**src/rtl/rate_tracker.sv**
```systemverilog
module rate_tracker #(
  parameter int AW      = 9,
  parameter int FRAC    = 20,
  parameter int SHIFT   = 4,
  parameter int ESHIFT  = 6,
  parameter int OFFSET  = 16,
  parameter int LOCK_TH = 4096,
  parameter int LOCK_N  = 8
) (
  input  logic             clk,
  input  logic             rst_n,
  input  logic             in_stb,
  input  logic             out_stb,
  output logic [AW-1:0]    wr_addr,
  output logic [AW-1:0]    rd_addr,
  output logic [FRAC-1:0]  phase,
  output logic [AW+FRAC-1:0] ratio,
  output logic             locked
);
  localparam int PW = AW + FRAC;
  localparam int CS = FRAC - ESHIFT;
  localparam int SW = $clog2(LOCK_N + 1);

  logic [AW-1:0]         icnt;
  logic [PW-1:0]         pos;
  logic [SW-1:0]         streak;
  logic signed [PW+1:0]  diff, stp;
  logic [PW+1:0]         mag;
  logic [AW-1:0]         err;
  logic [PW-1:0]         corr;
  logic                  calm;

  assign diff = $signed({2'b00, icnt, {FRAC{1'b0}}}) - $signed({2'b00, ratio});
  assign stp  = diff >>> SHIFT;
  assign mag  = stp[PW+1] ? $unsigned(-stp) : $unsigned(stp);
  assign calm = mag < (PW+2)'(LOCK_TH);

  assign err  = wr_addr - AW'(OFFSET) - rd_addr;
  assign corr = {{ESHIFT{err[AW-1]}}, err, {CS{1'b0}}};

  assign rd_addr = pos[PW-1:FRAC];
  assign phase   = pos[FRAC-1:0];
  assign locked  = (streak == SW'(LOCK_N));

  always_ff @(posedge clk) begin
    if (!rst_n) begin
      wr_addr <= '0;
      icnt    <= '0;
      ratio   <= PW'(1) << FRAC;
      pos     <= {AW'((1 << AW) - OFFSET), {FRAC{1'b0}}};
      streak  <= '0;
    end else begin
      if (in_stb) wr_addr <= wr_addr + 1'b1;
      if (out_stb) begin
        icnt   <= {{(AW-1){1'b0}}, in_stb};
        ratio  <= ratio + stp[PW-1:0];
        pos    <= pos + ratio + corr;
        streak <= calm ? (locked ? streak : streak + 1'b1) : '0;
      end else if (in_stb && icnt != '1) begin
        icnt <= icnt + 1'b1;
      end
    end
  end
endmodule


```
**config.mk**
```make
export PLATFORM = sky130hd
export DESIGN_NAME = rate_tracker
export DESIGN_NICKNAME = d
export VERILOG_FILES = /design/src/rtl/rate_tracker.sv
export SDC_FILE = /design/constraint.sdc
export NUM_CORES = 1
export LEC_CHECK = 0
export BUFFER_PORTS_ARGS = -buffer_cell sky130_fd_sc_hd__buf_4
export CORE_MARGIN = 8
export CORE_UTILIZATION = 50
export DETAILED_ROUTE_END_ITERATION = 10
export PLACE_DENSITY = 0.8
export RECOVER_POWER = 100
export SYNTH_ARGS = -nofsm -noshare
export SYNTH_HDL_FRONTEND = slang
export SYNTH_SLANG_ARGS = --single-unit
```
**constraint.sdc**
```tcl
create_clock -name clk -period 4.7 [get_ports clk]
set_clock_uncertainty 0.1 [all_clocks]
set_input_delay 0.235 -clock clk [delete_from_list [all_inputs] [get_ports clk]]
set_output_delay 0.235 -clock clk [all_outputs]
set_load 0.005 [all_outputs]
```
==> impl_metrics.yaml <==
placed_design:
  io_buffer_count: 71
  hpwl_um: 15650
  gp_congestion: 0.9582
  place.detailed.instances: 1214
timing:
  min_period_over_period_pct: 98.69
  finalCriticalPeriod_ns: 4.638
  fmax_ghz: 0.2156
  final-max-slew-violation-count: 0
  worst_slew_pin_slew_ns: 0.8972
  grt_setup_unrepaired: "true"
  finalSetupViolations: 0
  final_setup_tns_ns: 0
  slew_headroom_pct: 40.04
  report.final.hold_viol_count: 0
grt:
  antenna_violations_before_repair: 0
  grt-ovfl-total: 0
  global_route_wire_length_before_repair_um: 34330
  via_count_of_the_first_global_routing_pass: 7223
  grt_max_degree: 60
  global_route_usage_over_all_layers_pct: 21.32
detailed_routing:
  dr.pass1.iters: 8
  totalWireLength_um: 21320
  route.detailed.drc: 1
  wl_per_cell_um: 17.25
  first_iter_violations: 532
  detail-route-antenna-nets: 0
  route.vias.total: 7345
  avgViaCountPerCell: 5.943
clock_network:
  insertion_delay_ns: 0.35
  clk_pin_slew_worst_paths_ns: 0.07
  tritoncts.num_buffers: 9
  max-clock-path-buffers: 2
  clock_sink_count: 80
  cts-root-buf: "clkbuf_16"
  ctsHtreeMaxLevel: 3
  tritoncts: "built"
worst_hold_path:
  timing.hold.worst.start: "in_stb"
  timing.hold.worst_endpoint: "wr_addr[1]$_SDFFE_PN0P_"
  whs_path_depth: 3
  min-delay-path-class: "in -> reg"
logic_synthesis:
  yosysUniqueCellTypes: 78
  synth.yosys.seq_area_share_pct: 20.78
  synth_top_cell_by_area: "dfxtp_1"
  synth_top_cell_area_share_pct: 20.78
  ys_async_sr_fraction_pct: 0
  yosys_most_used_dff: "dfxtp_1"
  most_frequent_cell_after_synthesis: "inv_1"
  synth_area_per_cell_um2: 8.181
  yosys_warnings: 0
  syn-num-nets: 1061
  synth_edf_count: 0
  post_synth_design_cell_area_um2: 7706
  synth_seq_cells: 80
  yosys-top-cells-count: "105 x inv_1, 98 x ha_1, 80 x dfxtp_1"
  synth.top_cells.by_area: "dfxtp_1 21%, ha_1 16%, xnor2_1 5.2%"
  netlist_instances: 942
die:
  floorplan.initialDensity_pct: 50.88
  floorplan.die.width_um: 140.1
  design.die.area_um2: 19640
  floorplan.core_area_um2: 15150
  io_pins: 72
  die_h_um: 140.1
  placementRows: 45
setup_path:
  regToRegEndpoint: "pos[27]$_SDFFE_PN1P_"
  arrival_ns: 4.74
  crit_path_start: "pos[21]$_SDFFE_PN0P_"
  family_with_the_most_delay_on_the_worst_path: "compound AO/OA/AOI/OAI gates"
  rrSetupSlack_ns: 0.06
  cp-end-kind: "register"
  regToRegStartpoint: "pos[21]$_SDFFE_PN0P_"
  path_class: "reg -> reg"
  worst-path-buf-inv: 3
  worstSetupStartpointType: "register"
  worst_ep_required_time_ns: 4.81
  crit_chain: "inv_1 > ha_1 > ha_1 > a21o_1 > a21oi_2 > nor2_1 > o21a_1 > o41ai_4 > xnor2_2 > xnor2_2 > buf_4 > fa_1 > inv_2 > ha_4 > and2_4 > a221oi_4 > nand3b_1 > a31oi_1 > xnor2_1 > a2bb2oi_1"
  max_incr_delay_on_cp_ns: 0.42
  cpMaxStageDelayCell: "fa_1"
  critical_path.max_fanout: 4
  worstRegToRegCells: 20
outcome:
  failed_checks: "design-rule violations"
  outcome: "complete, but fails checks"
layout:
  areaGrowthSynthToFinish_pct: 18.23
  antenna-diode-count: 0
  instances_no_fill: 1236
  final_nets: 1163
  utilization_pct: 60.16
  post_route_cells_drive_above_1_share_pct: 14.79
run:
  maxCapViolations: 0
==> layout by cell type, fill, tap and decap left out, types with 11 or more instances in the layout <==
master	instances
o22ai_1	14
nand2_1	45
nand3_1	14
a21o_1	26
clkbuf_4	38
ha_1	94
nor2b_1	33
and2_1	13
o21bai_1	13
o21a_1	13
o21ai_0	38
buf_4	59
nor3_1	18
fa_1	17
mux2i_1	20
nor2_1	59
a21oi_1	53
xnor2_1	44
dfxtp_1	80
xor2_1	32
clkbuf_1	21
a211oi_1	13
and3_1	11
nand4_1	16
inv_1	104
==> worst register-to-register path, stage by stage, from the launching register on <==
cell	delay (ns)
dfxtp_1	0.38
inv_1	0.11
ha_1	0.29
ha_1	0.21
a21o_1	0.20
a21oi_2	0.14
nor2_1	0.07
o21a_1	0.23
o41ai_4	0.35
xnor2_2	0.15
xnor2_2	0.30
buf_4	0.19
fa_1	0.42
inv_2	0.09
ha_4	0.22
and2_4	0.17
a221oi_4	0.30
nand3b_1	0.11
a31oi_1	0.23
xnor2_1	0.11
a2bb2oi_1	0.13
==> kinds of logic (layout without fill, tap and decap cells) <==
kind of cell	Yosys count	count (layout)	share of synthesized area (%)
AND/OR/NAND/NOR	268	268	18.95
AO/OA/AOI/OAI	247	247	21.64
buffers and inverters	133	239	6.624
adder cells (fa/ha/maj)	115	115	20.33
flip-flops	80	80	20.78
XOR/XNOR	79	79	9.076
multiplexers	20	20	2.598
==> timing repair <==
item / 4_1_cts / 5_1_grt
setup endpoints to repair: 3 / 11
setup buffers: 2 / 5
pin swaps: 2 / 16
resized for setup: 2 / 25
hold buffers: 0 / 0
==> worst max path at each step <==
stage / end / slack [ns] / cells past startpoint
floorplan: pos[27]$_SDFFE_PN1P_ / 0.09 / 20
global placement: pos[27]$_SDFFE_PN1P_ / -0.11 / 20
detailed placement: pos[27]$_SDFFE_PN1P_ / -0.30 / 20
CTS: pos[27]$_SDFFE_PN1P_ / 0.03 / 21
global route: pos[27]$_SDFFE_PN1P_ / -0.13 / 20
finish: pos[27]$_SDFFE_PN1P_ / 0.06 / 20
==> final cells by class <==
cell class,instances,area (um^2)
flip-flops and latches,80,1602
inverters,107,401.6
well taps,188,235.2
repair buffers,117,803.3
clock inverters,3,65.06
multi-input cells,729,5748
fillers,1334,6035
clock buffers,12,256.5
==> metrics by stage <==
stage | instance area (um^2) | hold WS [ns] | worst slack (ns)
after floorplan | 7714 | 0.3638 | 0.08543
after global placement | 8666 | 0.3840 | -0.1074
after detailed placement | 8666 | 0.3910 | -0.2951
after CTS | 9016 | 0.1279 | 0.03248
after global routing | 9111 | 0.1464 | -0.1320
final | 9111 | 0.1356 | 0.06176
==> registers in the layout (all words and copies together), names as in the netlist <==
signal	flops
pos	29
streak	4
ratio	29
icnt	9
wr_addr	9
==> metal layers <==
metal	vias to the layer above	routed length (um)	track usage (%)
met3	59	1389	4.995
li1	3555	-	-
met4	0	707	9.886
met5	-	0	0
met1	3470	9171	24.91
met2	261	10050	36.29
Power is left out: the tool's default activity adds up to more than one toggle a clock period on the data nets, which glitch-free logic cannot reach.
